`src/rtl/addr_uart_rx_pkg.sv`:
```
package addr_uart_rx_pkg;

  typedef enum logic [2:0] {
    ST_IDLE,
    ST_START,
    ST_DATA,
    ST_PAR,
    ST_STOP,
    ST_BREAK
  } rxState_t;

  // Strobes from control to datapath, one cycle each
  typedef struct packed {
    logic frameStart;
    logic shiftBit;
    logic parityCap;
    logic frameDone;
  } rxStrobe_t;

  localparam int STAT_W = 8;

  function automatic logic [3:0] wordBits(input logic [1:0] sel);
    case (sel)
      2'd0:    return 4'd7;
      2'd2:    return 4'd9;
      default: return 4'd8;
    endcase
  endfunction

endpackage

```
`src/rtl/addr_uart_rx_ctrl.sv`:
```
module addr_uart_rx_ctrl
  import addr_uart_rx_pkg::*;
#(
  parameter int OVS_RATE = 16
) (
  input  logic       clk,
  input  logic       rstN,
  input  logic       baudTick,
  input  logic       extEdge,
  input  logic       rxLine,
  input  logic       cfgSync,
  input  logic [1:0] cfgWordLen,
  input  logic       cfgParityEn,
  output rxStrobe_t  strobes,
  output logic       busy
);

  localparam int CNT_W = $clog2(OVS_RATE);
  localparam logic [CNT_W-1:0] LAST_TICK = CNT_W'(OVS_RATE - 1);
  localparam logic [CNT_W-1:0] MID_TICK  = CNT_W'(OVS_RATE / 2 - 1);

  rxState_t       state, stateNext;
  logic [CNT_W-1:0] tickCnt;
  logic [3:0]     bitIdx;
  logic [3:0]     lastIdx;
  logic           sampleNow;

  always_comb lastIdx = wordBits(cfgWordLen) - 4'd1;

  // one bit sample: external edge, or the tick that reaches the sample point
  always_comb begin
    if (cfgSync) sampleNow = extEdge;
    else         sampleNow = baudTick && (tickCnt == ((state == ST_START) ? MID_TICK : LAST_TICK));
  end

  always_comb begin
    stateNext = state;
    strobes   = '0;
    unique case (state)
      ST_IDLE: begin
        if (!rxLine && (cfgSync ? extEdge : baudTick)) begin
          stateNext          = cfgSync ? ST_DATA : ST_START;
          strobes.frameStart = 1'b1;
        end
      end
      ST_START: begin
        if (sampleNow) stateNext = rxLine ? ST_IDLE : ST_DATA;
      end
      ST_DATA: begin
        if (sampleNow) begin
          strobes.shiftBit = 1'b1;
          if (bitIdx == lastIdx) stateNext = cfgParityEn ? ST_PAR : ST_STOP;
        end
      end
      ST_PAR: begin
        if (sampleNow) begin
          strobes.parityCap = 1'b1;
          stateNext         = ST_STOP;
        end
      end
      ST_STOP: begin
        if (sampleNow) begin
          strobes.frameDone = 1'b1;
          stateNext         = rxLine ? ST_IDLE : ST_BREAK;
        end
      end
      ST_BREAK: begin
        if (rxLine) stateNext = ST_IDLE;
      end
      default: stateNext = ST_IDLE;
    endcase
  end

  always_ff @(posedge clk) begin
    if (!rstN) begin
      state   <= ST_IDLE;
      tickCnt <= '0;
      bitIdx  <= '0;
    end else begin
      state <= stateNext;
      if (strobes.frameStart || sampleNow) tickCnt <= '0;
      else if (baudTick)                   tickCnt <= tickCnt + 1'b1;
      if (strobes.frameStart)    bitIdx <= '0;
      else if (strobes.shiftBit) bitIdx <= bitIdx + 4'd1;
    end
  end

  always_comb busy = (state == ST_START) || (state == ST_DATA) ||
                     (state == ST_PAR)   || (state == ST_STOP);

endmodule

```
`src/rtl/addr_uart_rx_dp.sv`:
```
module addr_uart_rx_dp
  import addr_uart_rx_pkg::*;
(
  input  logic              clk,
  input  logic              rstN,
  input  logic              rxLine,
  input  rxStrobe_t         strobes,
  input  logic              busy,
  input  logic [1:0]        cfgWordLen,
  input  logic              cfgParityEn,
  input  logic              cfgParityOdd,
  input  logic              attnWe,
  input  logic              attnWdata,
  input  logic              statRd,
  input  logic              dataRd,
  output logic [7:0]        rxData,
  output logic [STAT_W-1:0] status
);

  logic [8:0] shiftReg;
  logic       parAcc, parBit;
  logic       bufFull, parErr, frameErr, ninthBit, attnMode;
  logic [7:0] frameData;
  logic       frameNinth, accept, parMismatch;

  // bits enter at the top, so the frame sits left-aligned after the last shift
  always_comb begin
    case (cfgWordLen)
      2'd0: begin frameData = {1'b0, shiftReg[8:2]}; frameNinth = 1'b0;        end
      2'd2: begin frameData = shiftReg[7:0];         frameNinth = shiftReg[8]; end
      default: begin frameData = shiftReg[8:1];      frameNinth = 1'b0;        end
    endcase
  end

  always_comb begin
    accept      = strobes.frameDone && rxLine && !(attnMode && !frameNinth);
    parMismatch = cfgParityEn && ((parAcc ^ parBit) != cfgParityOdd);
  end

  always_ff @(posedge clk) begin
    if (!rstN) begin
      shiftReg <= '0;
      parAcc   <= 1'b0;
      parBit   <= 1'b0;
      rxData   <= '0;
      ninthBit <= 1'b0;
      bufFull  <= 1'b0;
      parErr   <= 1'b0;
      frameErr <= 1'b0;
      attnMode <= 1'b0;
    end else begin
      if (strobes.frameStart) begin
        shiftReg <= '0;
        parAcc   <= 1'b0;
      end else if (strobes.shiftBit) begin
        shiftReg <= {rxLine, shiftReg[8:1]};
        parAcc   <= parAcc ^ rxLine;
      end
      if (strobes.parityCap) parBit <= rxLine;

      if (accept) begin
        rxData   <= frameData;
        ninthBit <= frameNinth;
      end

      if (accept)      bufFull <= 1'b1;
      else if (dataRd) bufFull <= 1'b0;

      if (accept && parMismatch) parErr <= 1'b1;
      else if (statRd)           parErr <= 1'b0;

      if (strobes.frameDone && !rxLine) frameErr <= 1'b1;
      else if (rxLine)                  frameErr <= 1'b0;

      if (attnWe)                    attnMode <= attnWdata;
      else if (accept && frameNinth) attnMode <= 1'b0;
    end
  end

  always_comb status = {2'b00, busy, attnMode, ninthBit, frameErr, parErr, bufFull};

endmodule

```
`src/rtl/addr_uart_rx.sv`:
```
module addr_uart_rx
  import addr_uart_rx_pkg::*;
#(
  parameter int OVS_RATE = 16
) (
  input  logic              clk,
  input  logic              rstN,
  input  logic              baudTick,
  input  logic              extClk,
  input  logic              rxLine,
  input  logic              cfgSync,
  input  logic [1:0]        cfgWordLen,
  input  logic              cfgParityEn,
  input  logic              cfgParityOdd,
  input  logic              cfgRxIe,
  input  logic              attnWe,
  input  logic              attnWdata,
  input  logic              statRd,
  input  logic              dataRd,
  output logic [7:0]        rxData,
  output logic [STAT_W-1:0] status,
  output logic              rxIrq
);

  rxStrobe_t strobes;
  logic      busy;
  logic      extPrev, extEdge;

  always_ff @(posedge clk) begin
    if (!rstN) extPrev <= 1'b0;
    else       extPrev <= extClk;
  end

  always_comb extEdge = extClk && !extPrev;

  addr_uart_rx_ctrl #(.OVS_RATE(OVS_RATE)) ctrlInst (
    .clk(clk), .rstN(rstN), .baudTick(baudTick), .extEdge(extEdge),
    .rxLine(rxLine), .cfgSync(cfgSync), .cfgWordLen(cfgWordLen),
    .cfgParityEn(cfgParityEn), .strobes(strobes), .busy(busy)
  );

  addr_uart_rx_dp dpInst (
    .clk(clk), .rstN(rstN), .rxLine(rxLine), .strobes(strobes), .busy(busy),
    .cfgWordLen(cfgWordLen), .cfgParityEn(cfgParityEn), .cfgParityOdd(cfgParityOdd),
    .attnWe(attnWe), .attnWdata(attnWdata), .statRd(statRd), .dataRd(dataRd),
    .rxData(rxData), .status(status)
  );

  always_comb rxIrq = status[0] && cfgRxIe;

endmodule

```
`config.mk`:
```
export PLATFORM = sky130hd
export DESIGN_NAME = addr_uart_rx
export DESIGN_NICKNAME = d
export VERILOG_FILES = /design/src/rtl/addr_uart_rx_pkg.sv /design/src/rtl/addr_uart_rx_ctrl.sv /design/src/rtl/addr_uart_rx_dp.sv /design/src/rtl/addr_uart_rx.sv
export SDC_FILE = /design/constraint.sdc
export NUM_CORES = 1
export LEC_CHECK = 0
export ABC_AREA = 0
export BUFFER_PORTS_ARGS = -buffer_cell sky130_fd_sc_hd__clkbuf_2
export CELL_PAD_IN_SITES_DETAIL_PLACEMENT = 1
export CELL_PAD_IN_SITES_GLOBAL_PLACEMENT = 1
export CORE_UTILIZATION = 43
export CTS_CLUSTER_DIAMETER = 150
export DETAILED_ROUTE_END_ITERATION = 7
export PLACE_DENSITY_LB_ADDON = 0.05
export SLEW_MARGIN = 25
export SYNTH_ARGS = -nofsm -noshare
export SYNTH_HDL_FRONTEND = slang
export SYNTH_HIERARCHICAL = 1
export SYNTH_SLANG_ARGS = --single-unit
```
`constraint.sdc`:
```
create_clock -name clk -period 2.41 [get_ports clk]
set_input_delay 0.241 -clock clk [delete_from_list [all_inputs] [get_ports clk]]
set_output_delay 0.241 -clock clk [all_outputs]
set_load 0.02 [all_outputs]
```
==> metrics.csv <==
stage;metric;value;unit
global_routing;grt_pass1_vias;1582;
yosys;synth.most_common_cell;dfxtp_1;
floorplanning;design.die.area;5090;µm²
clock_network;cts_sinks;36;
global_routing;grt_use_total;19.1;%
floorplanning;core;4470;µm²
drt;totalWireLength;4510;µm
yosys;ys_seq_area_share;34.9;%
layout;regArea;721;µm²
timing;fmax;0.463;GHz
placed_design;finalWeightedCongestion;0.819;
placed_design;dp.cells;287;
global_routing;met2_usage;30.4;%
yosys;ys_warn_count;6;
layout;nFillCells;528;
min_path;min_path_type;in2reg;
layout;layout-drive-gt1-share;27.6;%
layout;area_delta_synth_final;9.93;%
clock_network;insertion_delay;290;ps
pwr;power_frac_comb;28.2;%
timing;rsz0062_at_grt;false;
pwr;power.leakage;0.978;nW
pwr;p_total;1.68;mW
clock_network;postCtsSetupRepairBufs;0;
timing;hold_viol;0;
setup_path;slowest_stage;dfxtp_1;
timing;skew;7.90;ps
layout;multiInputGateArea;1200;µm²
clock_network;cts_hold_buf;0;
pwr;p_int;1.14;mW
run_status;status;complete, but fails checks;
floorplanning;start_util;46.2;%
drt;drt_iter0_drc;71;
global_routing;grt_max_degree;31;
drt;drtPass1Iterations;7;
global_routing;grt_busiest_layer;met2;
setup_path;cp.arrival;2390;ps
global_routing;met3_usage;3.52;%
layout;fin_nets;259;
yosys;synth.top_cell.area_share;34.9;%
pwr;power_frac_clock;31.7;%
clock_network;cts_buffer_depth;2;
setup_path;crit_path_start_kind;register;
yosys;post-synth-top-area-cell;dfxtp_1;
min_path;hp-start;attnWdata;
setup_path;path_max_fanout;13;
setup_path;reg2reg_from;ctrlInst/state[2];
yosys;yosysUniqueCellTypes;52;
setup_path;r2r_cells;7;
layout;stdcell_count;295;
timing;worst_pin_slew;543;ps
yosys;syn_area;2070;µm²
setup_path;cp-end-kind;register;
global_routing;grt_pass1_wl;7560;µm
floorplanning;die-width;71.3;µm
clock_network;cts_tree;yes;
timing;slew_viol_final;0;
setup_path;r2r_setup_slack;250;ps
layout;n_antenna_cell;0;
drt;dr_total_vias;1580;
setup_path;cp_slowest_stage_delay;630;ps
clock_network;clk_pin_slew;80;ps
yosys;avgSynthCellArea;9.39;µm²
yosys;synthArstFlopShare;0;%
timing;fin_crit_sh;89.7;%
pwr;p_switching;548;µW
yosys;synth-edff-count;0;
pwr;swShare;32.5;%
drt;post-route-drc-count;6;
setup_path;critPathKind;reg2reg;
timing;setup_tns;0;ps
timing;setup_viol;0;
placed_design;port_buffers;29;
floorplanning;die_y;71.3;µm
clock_network;post_cts_resized;0;
job;maxCapViolCount;0;
global_routing;grt_overflow_total;0;
setup_path;r2r-end;dpInst/rxData[1];
min_path;whs_endpoint;dpInst/attnMode;
drt;via_per_inst;5.36;
floorplanning;io_pins;32;
drt;ant_nets;0;
yosys;synth_common_cells;dfxtp_1 (36), nor2_1 (23), mux2i_1 (20), nand2_1 (20), nand2b_1 (9);
floorplanning;rows;24;
clock_network;cts_buffers;5;
timing;layout_min_cycle_time;2160;ps
setup_path;cpMostUsedCell;a21o_1;
global_routing;grt_use_met1;25.7;%
global_routing;grt_antenna_before_repair;0;
pwr;p_per_area;742;nW/µm²
setup_path;cp_data_required_time;2630;ps
clock_network;cts_htree_levels;2;
yosys;yosys-top-cells-area;dfxtp_1 (35%), mux2i_1 (9.7%), nor2_1 (4.2%), mux2_2 (3.8%), nand2_1 (3.6%);
placed_design;dp_hpwl;3310;µm
clock_network;clockRootBuffer;clkbuf_8;
pwr;vdd_drop_max;0.000398;V
setup_path;path_cells;nor3b_1 > xor2_1 > a21o_1 > and3_1 > nand2_1 > a21o_1 > mux2i_1;
run_status;violations;design-rule violations;
yosys;ys_ff_latch;36;
timing;holdWs;180;ps
yosys;netlist_instances;220;
yosys;synth_ff_type;dfxtp_1;
pwr;seqPwrFrac;40.1;%
drt;post_drt_wl_per_cell;15.3;µm
timing;max_slew_margin;63.4;%
min_path;hold_depth;3;
state kept, by name (all words and copies together), names as in the netlist:
| signal | cells |
|---|---|
| ctrlInst/bitIdx | 4 |
| ctrlInst/state | 3 |
| ctrlInst/tickCnt | 4 |
| dpInst/attnMode | 1 |
| dpInst/bufFull | 1 |
| dpInst/frameErr | 1 |
| dpInst/ninthBit | 1 |
| dpInst/parAcc | 1 |
| dpInst/parBit | 1 |
| dpInst/parErr | 1 |
| dpInst/rxData | 8 |
| dpInst/shiftReg | 9 |
| extPrev | 1 |
per-layer routing:
| metal | wire (µm) | up-vias |
|---|---|---|
| met3 | 185 | 5 |
| met2 | 2080 | 34 |
| met1 | 2190 | 743 |
| li1 | - | 798 |
| met4 | 64 | 0 |
| met5 | 0 | - |
critical path: cells and delay by family, from the launching register on:
family,cells,cell delay [ps]
AO/OA/AOI/OAI,2,590
flip-flops,1,630
AND/OR/NAND/NOR,3,460
XOR/XNOR,1,160
multiplexers,1,250
placed cells by master (no fill, tap or decap), types with 3 or more instances in the layout:
master	Yosys	layout
xnor2_1	7	7
nor2_1	23	23
nand2_1	20	20
and2_1	3	3
o211ai_1	7	7
clkbuf_8	3	5
a21boi_0	3	3
xor2_1	5	5
mux2i_1	20	20
nand3b_1	3	3
clkbuf_2	0	29
and2b_2	3	3
buf_4	8	4
nor2b_1	5	5
nand2b_1	9	9
dfxtp_1	36	36
or2_2	3	3
o21ai_0	5	5
mux2_2	7	7
power groups by stage:
stage                     Clock (mW)  Sequential, mW  Combinational, mW
after floorplan                    0           0.654              0.452
after global placement             0           0.682              0.464
after detailed placement           0           0.688              0.473
after CTS                      0.551           0.673              0.477
after global routing           0.578           0.682              0.521
final                          0.534           0.675              0.476
through the flow:
step	instance area [µm²]	utilization (%)	setup WS (ps)
3_3_place_gp	2160	48.3	416
2_1_floorplan	2070	-	662
6_report	2270	50.8	249
3_5_place_dp	2160	48.3	296
5_1_grt	2270	50.8	128
4_1_cts	2270	50.8	273
how the worst max path moves through the flow:
stage / startpoint / to / cells after the start
floorplan: ctrlInst/state[0] / dpInst/rxData[0] / 9
global placement: ctrlInst/state[2] / dpInst/rxData[6] / 7
detailed placement: ctrlInst/state[2] / dpInst/rxData[1] / 7
CTS: ctrlInst/state[2] / dpInst/rxData[1] / 7
global route: ctrlInst/state[2] / dpInst/rxData[4] / 7
finish: ctrlInst/state[2] / dpInst/rxData[1] / 7
logic make-up (layout without fill, tap and decap cells):
family	Yosys count	after routing	share of synthesized area, %
xor gates and xnor gates	12	12	5.09
DFF	36	36	34.9
and+or+nand+nor	92	92	25.6
other	1	2	0.182
AOI/OAI and AO/OA	31	31	12.3
muxes	27	27	13.5
buffers and inverters	19	41	7.27
adders and majority gates	2	2	1.21
final cells by class:
type                            count  share of cell area [%]
Multi-Input combinational cell    166                    52.8
Sequential cell                    36                    31.7
Timing Repair Buffer               33                    7.71
Clock buffer                        5                    3.03
Tap cell                           52                    2.87
Clock inverter                      3                    1.87
Note: power is estimated with default switching activity, not from simulation.
